## src/rtl/extint_pkg.sv

```systemverilog
package extint_pkg;
  localparam int NUM_SRC   = 5;
  localparam int CFG_W     = 5;
  // config register bit positions
  localparam int CFG_EN0   = 0;
  localparam int CFG_LONG1 = 1;
  localparam int CFG_RISE1 = 2; // sources 1..3 use bits 2..4
  localparam logic ADDR_CFG = 1'b0;
  localparam logic ADDR_ACK = 1'b1;
endpackage

```

## src/rtl/extint_sync.sv

```systemverilog
module extint_sync #(
  parameter int WIDTH  = 5,
  parameter int STAGES = 2
) (
  input  logic             clk,
  input  logic [WIDTH-1:0] d_i,
  output logic [WIDTH-1:0] q_o
);
  logic [WIDTH-1:0] stage_q [STAGES];

  always_ff @(posedge clk) begin
    stage_q[0] <= d_i;
    for (int s = 1; s < STAGES; s++) stage_q[s] <= stage_q[s-1];
  end

  assign q_o = stage_q[STAGES-1];
endmodule

```

## src/rtl/extint_glitch_filter.sv

```systemverilog
module extint_glitch_filter #(
  parameter int CNT_W = 8
) (
  input  logic             clk,
  input  logic             rst,
  input  logic             din_i,
  input  logic             tick_i,
  input  logic [CNT_W-1:0] lim_i,
  output logic             rose_o,
  output logic             fell_o
);
  logic             filt_q, prev_q;
  logic [CNT_W-1:0] cnt_q;

  always_ff @(posedge clk) begin
    if (rst) begin
      filt_q <= din_i;
      prev_q <= din_i;
      cnt_q  <= '0;
    end else begin
      prev_q <= filt_q;
      if (tick_i) begin
        if (din_i == filt_q) begin
          cnt_q <= '0;
        end else if (cnt_q >= lim_i) begin
          filt_q <= din_i;
          cnt_q  <= '0;
        end else begin
          cnt_q <= cnt_q + 1'b1;
        end
      end
    end
  end

  assign rose_o = filt_q & ~prev_q;
  assign fell_o = ~filt_q & prev_q;


  filt_hold_chk: assert property (@(posedge clk) disable iff (rst)
    !tick_i |=> $stable(filt_q));


  agree_clears_chk: assert property (@(posedge clk) disable iff (rst)
    tick_i && (din_i == filt_q) |=> cnt_q == '0);
endmodule

```

## src/rtl/extint_latch_bank.sv

```systemverilog
module extint_latch_bank #(
  parameter int W = 5
) (
  input  logic         clk,
  input  logic         rst,
  input  logic [W-1:0] set_i,
  input  logic [W-1:0] clr_i,
  output logic [W-1:0] q_o
);
  always_ff @(posedge clk) begin
    if (rst) q_o <= '0;
    else     q_o <= (q_o & ~clr_i) | set_i;
  end


  reset_clear_chk: assert property (@(posedge clk) rst |=> q_o == '0);

  for (genvar i = 0; i < W; i++) begin : g_chk

    set_wins_chk: assert property (@(posedge clk) disable iff (rst)
      set_i[i] |=> q_o[i]);

    ack_clear_chk: assert property (@(posedge clk) disable iff (rst)
      clr_i[i] && !set_i[i] |=> !q_o[i]);

    hold_chk: assert property (@(posedge clk) disable iff (rst)
      q_o[i] && !clr_i[i] |=> q_o[i]);
  end
endmodule

```

## src/rtl/extint_filter_ctrl.sv

```systemverilog
module extint_filter_ctrl
  import extint_pkg::*;
#(
  parameter int CNT_W   = 8,
  parameter int N_EDGE  = 4,
  parameter int N_MID   = 16,
  parameter int N_SHORT = 32,
  parameter int N_LONG  = 128,
  parameter int N_SLOW  = 2
) (
  input  logic               clk,
  input  logic               rst,
  input  logic               slow_mode_i,
  input  logic               sub_tick_i,
  input  logic [NUM_SRC-1:0] pin_i,
  input  logic               wr_en_i,
  input  logic               wr_addr_i,
  input  logic [CFG_W-1:0]   wr_data_i,
  output logic [NUM_SRC-1:0] irq_o
);
  localparam logic [CNT_W-1:0] LIM_EDGE  = CNT_W'(N_EDGE - 1);
  localparam logic [CNT_W-1:0] LIM_MID   = CNT_W'(N_MID - 1);
  localparam logic [CNT_W-1:0] LIM_SHORT = CNT_W'(N_SHORT - 1);
  localparam logic [CNT_W-1:0] LIM_LONG  = CNT_W'(N_LONG - 1);
  localparam logic [CNT_W-1:0] LIM_SLOW  = CNT_W'(N_SLOW - 1);

  logic [CFG_W-1:0]   cfg_q;
  logic [NUM_SRC-1:0] pin_s, rose, fell, evt, ack;
  logic               tick;

  always_ff @(posedge clk) begin
    if (rst) cfg_q <= '0;
    else if (wr_en_i && wr_addr_i == ADDR_CFG) cfg_q <= wr_data_i;
  end

  assign ack  = (wr_en_i && wr_addr_i == ADDR_ACK) ? wr_data_i : '0;
  assign tick = slow_mode_i ? sub_tick_i : 1'b1;

  extint_sync #(.WIDTH(NUM_SRC), .STAGES(2)) sync_i (
    .clk(clk), .d_i(pin_i), .q_o(pin_s));

  for (genvar i = 0; i < NUM_SRC; i++) begin : g_src
    logic [CNT_W-1:0] lim_fast, lim;
    logic             rise_sel;

    if (i == 0 || i == NUM_SRC-1) begin : g_edge_only
      assign lim_fast = LIM_EDGE;
      assign rise_sel = 1'b0;
    end else if (i == 1) begin : g_selectable_len
      assign lim_fast = cfg_q[CFG_LONG1] ? LIM_LONG : LIM_SHORT;
      assign rise_sel = cfg_q[CFG_RISE1];
    end else begin : g_mid
      assign lim_fast = LIM_MID;
      assign rise_sel = cfg_q[CFG_RISE1 + i - 1];
    end

    assign lim = slow_mode_i ? LIM_SLOW : lim_fast;

    extint_glitch_filter #(.CNT_W(CNT_W)) filt_i (
      .clk(clk), .rst(rst), .din_i(pin_s[i]), .tick_i(tick),
      .lim_i(lim), .rose_o(rose[i]), .fell_o(fell[i]));

    if (i == 0) begin : g_gated
      assign evt[i] = fell[i] & cfg_q[CFG_EN0];
    end else begin : g_free
      assign evt[i] = rise_sel ? rose[i] : fell[i];
    end
  end

  extint_latch_bank #(.W(NUM_SRC)) latch_i (
    .clk(clk), .rst(rst), .set_i(evt), .clr_i(ack), .q_o(irq_o));


  src0_gate_chk: assert property (@(posedge clk) disable iff (rst)
    !cfg_q[CFG_EN0] && !irq_o[0] |=> !irq_o[0]);


  src4_no_rise_chk: assert property (@(posedge clk) disable iff (rst)
    rose[NUM_SRC-1] && !irq_o[NUM_SRC-1] |=> !irq_o[NUM_SRC-1]);
endmodule

```

## config.mk

```make
export PLATFORM = sky130hd
export DESIGN_NAME = extint_filter_ctrl
export DESIGN_NICKNAME = d
export VERILOG_FILES = /design/src/rtl/extint_pkg.sv /design/src/rtl/extint_sync.sv /design/src/rtl/extint_glitch_filter.sv /design/src/rtl/extint_latch_bank.sv /design/src/rtl/extint_filter_ctrl.sv
export SDC_FILE = /design/constraint.sdc
export NUM_CORES = 1
export LEC_CHECK = 0
export BUFFER_PORTS_ARGS = -buffer_cell sky130_fd_sc_hd__buf_4
export CAP_MARGIN = 10
export CORE_MARGIN = 8
export CORE_UTILIZATION = 26
export CTS_CLUSTER_DIAMETER = 150
export DETAILED_ROUTE_END_ITERATION = 12
export PLACE_DENSITY = 0.44
export SETUP_SLACK_MARGIN = 0.05
export SKIP_CTS_REPAIR_TIMING = 1
export SYNTH_ARGS = -nofsm -noshare
export SYNTH_HDL_FRONTEND = slang
export SYNTH_HIERARCHICAL = 1
export SYNTH_SLANG_ARGS = --single-unit
```

## constraint.sdc

```tcl
create_clock -name clk -period 5.2 [get_ports clk]
set_clock_uncertainty 0.1 [all_clocks]
set_input_delay 0.78 -clock clk [delete_from_list [all_inputs] [get_ports clk]]
set_output_delay 0.78 -clock clk [all_outputs]
set_load 0.02 [all_outputs]
```

**Yosys cells after proc, flatten, opt, wreduce, memory -nomap -nowiden**

Memories as Yosys holds them, arrays and structs flattened.
Index checks and enable logic that the tools add are counted.

- Add/sub/neg operators: 5
- Order comparisons: 5
- Equality and inequality tests: 10
- Muxes and demuxes: 44
- Bitwise operators: 21
- Reductions and logical operators: 13

Operator list:

| cell | number |
|---|---|
| 8-bit two-way mux | 10 |
| 8-bit by 1-bit adder with 8-bit output, second input constant | 5 |
| 1-bit two-way mux | 29 |
| 8-bit by 2-bit >= comparator with 1-bit output | 2 |
| 8-bit by 4-bit >= comparator with 1-bit output | 2 |
| 3-bit AND reduction | 5 |
| 7-bit two-way mux | 2 |
| 2-bit nonzero test | 6 |
| 2-bit != test, second input constant | 5 |
| 1-bit AND | 9 |
| 1-bit NOT | 9 |
| 8-bit by 7-bit >= comparator with 1-bit output | 1 |
| 5-bit AND | 1 |
| 1-bit == test | 5 |
| 5-bit two-way mux | 1 |
| 5-bit NOT | 1 |
| 5-bit OR | 1 |
| 4-bit two-way mux | 1 |
| 1-bit logical AND | 2 |
| 2-bit two-way mux | 1 |

- Register bits after elaboration: 60
- Memory bits (writable): 10
- Input bits: 16
- Output and inout port bits: 5
- Word-level logic and storage cells: 116
- Memories: 1

Memory list:

| memory | words | bits a word | rd ports | clocked after memory_dff | wr ports | RTL line | source |
|---|---|---|---|---|---|---|---|
| sync_i.stage_q | 2 | 5 | 2 | 0 | 2 | extint_sync.sv:9 | `logic [WIDTH-1:0] stage_q [STAGES];` |

**Logic depth before layout (Yosys ltp)**

- Depth after elaboration: 7
- Depth in mapped cells: 8
- Gate-level depth less buffers: 8

**Cells and area by module**

Netlist, hierarchy kept.

Modules (own cells, without submodules):

| module | times used | cells an instance | area an instance (um^2) | seq. area each (um^2) |
|---|---|---|---|---|
| extint_glitch_filter | 5 | 89 | 758.2 | 210.2 |
| extint_filter_ctrl | 1 | 37 | 337.8 | 100.1 |
| extint_sync | 1 | 15 | 237.7 | 200.2 |
| extint_latch_bank | 1 | 20 | 175.2 | 100.1 |

**Worst setup path before layout**

No wires, ideal clock.

- Path kind: input-to-reg
- From: input port slow_mode_i
- To: register g_src[0].filt_i.cnt_q[4]
- Setup time: 0.075 ns
- Arrival: 2.463 ns
- Required time: 5.025 ns
- Setup slack: 2.563 ns
- Stages on the path: 7
- Path buffers: 0
- Cell sequence: inv_1 -> inv_1 -> ha_1 -> a2111oi_4 -> o211ai_2 -> or4_1 -> a31oi_1

- Longest elaborated chain between the ends: 4
- Elaborated cells between the ends (all ways): 5
- Those cells by class: order compare (1); mux (4)

RTL lines:

| what | RTL line | source |
|---|---|---|
| start, declared | extint_filter_ctrl.sv:13 | `input logic slow_mode_i,` |
| 2-bit two-way mux | extint_filter_ctrl.sv:57 | `assign lim = slow_mode_i ? LIM_SLOW : lim_fast;` |
| 8-bit by 2-bit >= comparator with 1-bit output | extint_glitch_filter.sv:25 | `end else if (cnt_q >= lim_i) begin` |
| 8-bit two-way mux | extint_glitch_filter.sv:25 |  |
| 8-bit two-way mux | extint_glitch_filter.sv:23 | `if (din_i == filt_q) begin` |
| end signal, assigned | extint_glitch_filter.sv:29 | `cnt_q <= cnt_q + 1'b1;` |
| end, declared | extint_glitch_filter.sv:13 | `logic [CNT_W-1:0] cnt_q;` |

Several ways; a longest one is shown, not always the timed one.
A chain may end at the register's enable or synchronous reset.

**Final worst setup path**

- From: input port slow_mode_i
- To: register g_src[3].filt_i.cnt_q[4]

- Longest elaborated chain between the ends: 4
- Elaborated cells between the ends (all ways): 5
- Those cells by class: order compare (1); mux (4)

RTL lines:

| what | RTL line |
|---|---|
| 4-bit two-way mux | extint_filter_ctrl.sv:57 |
| 8-bit by 4-bit >= comparator with 1-bit output | extint_glitch_filter.sv:25 |
| 8-bit two-way mux | extint_glitch_filter.sv:25 |
| 8-bit two-way mux | extint_glitch_filter.sv:23 |
| end signal, assigned | extint_glitch_filter.sv:29 |
| end, declared | extint_glitch_filter.sv:13 |

Several ways; a longest one is shown, not always the timed one.

==> out/metrics.yaml <==
layout.cell_area.non_filler_mm2: 0.005315
tritoncts: "done"
max_freq_ghz: 0.3711
pre_antenna_drt_iters: 6
layout-drive-gt1-share_pct: 16.28
most_frequent_standard_cell_in_the_layout_excluding_fill_and_tap_cells: "sky130_fd_sc_hd__dfxtp_1"
stdcell_count: 784
post_detailed_placement_cell_area_mm2: 0.004961
numClockSinks: 70
power_density_mw_per_mm2: 277.5
layout.nets: 615
worst_skew_pair.late_latency_ns: 0.34
dp_hpwl_um: 6932
synth-warning-count: 6
clockBufferDepth: 2
globalRouteOverflowTotal: 0
cp_data_required_time_ns: 5.36
dpl_worst_slack_ns: 2.121
slew_headroom_pct: 47.77
die_h_um: 148.0
worstPathArrival_ns: 2.85
ant_nets: 0
tot_gr_track_use_pct: 9.398
avgRoutedWirePerCell_um: 12.55
worst-setup-path-type: "primary input to flip-flop"
final-hold-violation-count: 0
swShare_pct: 23.41
worst-path-buf-inv: 3
port_buffers: 20
route.final.wire_length_um: 9837
timing_worst_slew_pin_value_ns: 0.7834
detail_route.drc_violations: 0
commonest_cells_after_routing_fill_and_taps_aside: "sky130_fd_sc_hd__dfxtp_1 (65), sky130_fd_sc_hd__inv_1 (56), sky130_fd_sc_hd__nand2_1 (55)"
pin_count_of_the_biggest_net_entering_global_routing: 76
grt_first_pass_wirelength_um: 16750
mappedNetlistArea_mm2: 0.004529
placementRows: 48
drv_slew: 0
critical-path-slowest-cell: "sky130_fd_sc_hd__or4_1"
postLayoutSetupSlackWorst_ns: 2.505
start_util_pct: 26.37
min_path_type: "flip-flop to flip-flop"
route.detailed.vias_per_inst: 4.589
cts.root.buffer_cell: "sky130_fd_sc_hd__clkbuf_16"
timing.critical_path.slowest_cell_delay_ns: 0.49
design.die.area_mm2: 0.02190
finish.utilization_pct: 30.94
total_switching_power_mw: 0.3452
place.detailed.instances: 768
combinationalPowerShare_pct: 11.9
clock_tree.htree_level_count: 3
area_growth_syn_to_layout_pct: 17.35
run_status: "complete, no violations"
setup_tns_ns: 0
timing.critical_path.cells: "buf_4 -> inv_1 -> inv_1 -> ha_1 -> a2111oi_4 -> o211ai_2 -> or4_1 -> a31oi_1"
timing.reg2reg.setup_slack_ns: 2.85
static-leakage-power_nw: 2.167
detail_route.iter0.violations: 126
path_delay_family: "compound AO/OA/AOI/OAI gates"
clock_period_minus_final_worst_setup_slack_ns: 2.695
antenna_violations_before_repair: 0
syn-mean-instance-area_um2: 8.795
max-vdd-ir-drop_mv: 0.1989
multi_input_gate_area_mm2: 0.002860
final.fill_count: 1828
share_clk_of_total_power_pct: 48.7
critical_path.startpoint_type: "primary input"
grt_pass1_vias: 3509
cp_most_frequent_cell: "sky130_fd_sc_hd__inv_1"
vias: 3598
syn-instance-count: 515
design.portCount: 21
critical_path.max_fanout: 12
worst_setup_path_end_kind: "flip-flop"
gpl.final_weighted_congestion: 0.7437
insertedDiodeCount: 0
final_min_period_over_clock_period_pct: 51.82
area.sequential_mm2: 0.001451
max_cap_violations: 0
die-width_um: 148.0
sequentialPowerShare_pct: 39.4
numCtsBuffers: 9
rsz0062_at_grt: "no"
core_area_mm2: 0.01718
setup_violations: 0
clk_transition_reported_paths_ns: 0.06
power_report.internal_total_mw: 1.130
[registers in the layout, indices dropped and copies added (netlist names)]
name / flops
g_src.filt_i/prev_q: 5
g_src.filt_i/cnt_q: 40
g_src.filt_i/filt_q: 5
cfg_q: 5
sync_i/stage_q: 10
latch_i/q_o: 5
[worst paths after layout]
| check | startpoint | endpoint | cells past startpoint |
|---|---|---|---|
| worst max-delay path | slow_mode_i | g_src[3].filt_i/cnt_q[4]$_SDFFE_PP0P_ | 8 |
| worst min-delay path | sync_i/stage_q[0][2]$_DFF_P_ | sync_i/stage_q[0][7]$_DFF_P_ | 0 |
| worst max register to register | cfg_q[1]$_SDFFE_PP0P_ | g_src[1].filt_i/cnt_q[4]$_SDFFE_PP0P_ | 8 |
| worst min register to register | sync_i/stage_q[0][2]$_DFF_P_ | sync_i/stage_q[0][7]$_DFF_P_ | 0 |
[metrics by stage]
| stage | total power [mW] | hold WS, ns |
|---|---|---|
| floorplan | 0.7242 | 0.2096 |
| finish | 1.475 | 0.2256 |
| detailed placement | 0.7693 | 0.2128 |
| global placement | 0.7659 | 0.2152 |
| CTS | 1.502 | 0.2265 |
| global route | 1.546 | 0.2349 |
[power groups by stage]
stage	clock network [mW]	logic [mW]	registers [mW]
finish	0.719	0.176	0.580
global route	0.768	0.195	0.583
CTS	0.744	0.177	0.581
detailed placement	0	0.177	0.593
global placement	0	0.174	0.592
floorplan	0	0.134	0.590
[final cells by class]
| class | instances | area share (%) |
|---|---|---|
| inverters | 56 | 3.955 |
| clock buffers | 14 | 5.532 |
| well taps | 225 | 5.297 |
| clock inverters | 2 | 1.130 |
| repair buffers | 21 | 2.966 |
| flip-flops and latches | 70 | 27.31 |
| multi-input cells | 396 | 53.81 |
[metal layers]
layer	track usage (%)	routed length, um	part of all wire (%)
met2	15.34	4550	46
met1	11.47	4838	49
met3	3.210	333	3.4
met4	2.703	115	1.2
met5	0	0	0
No activity file was read; power rests on OpenSTA's default activity.
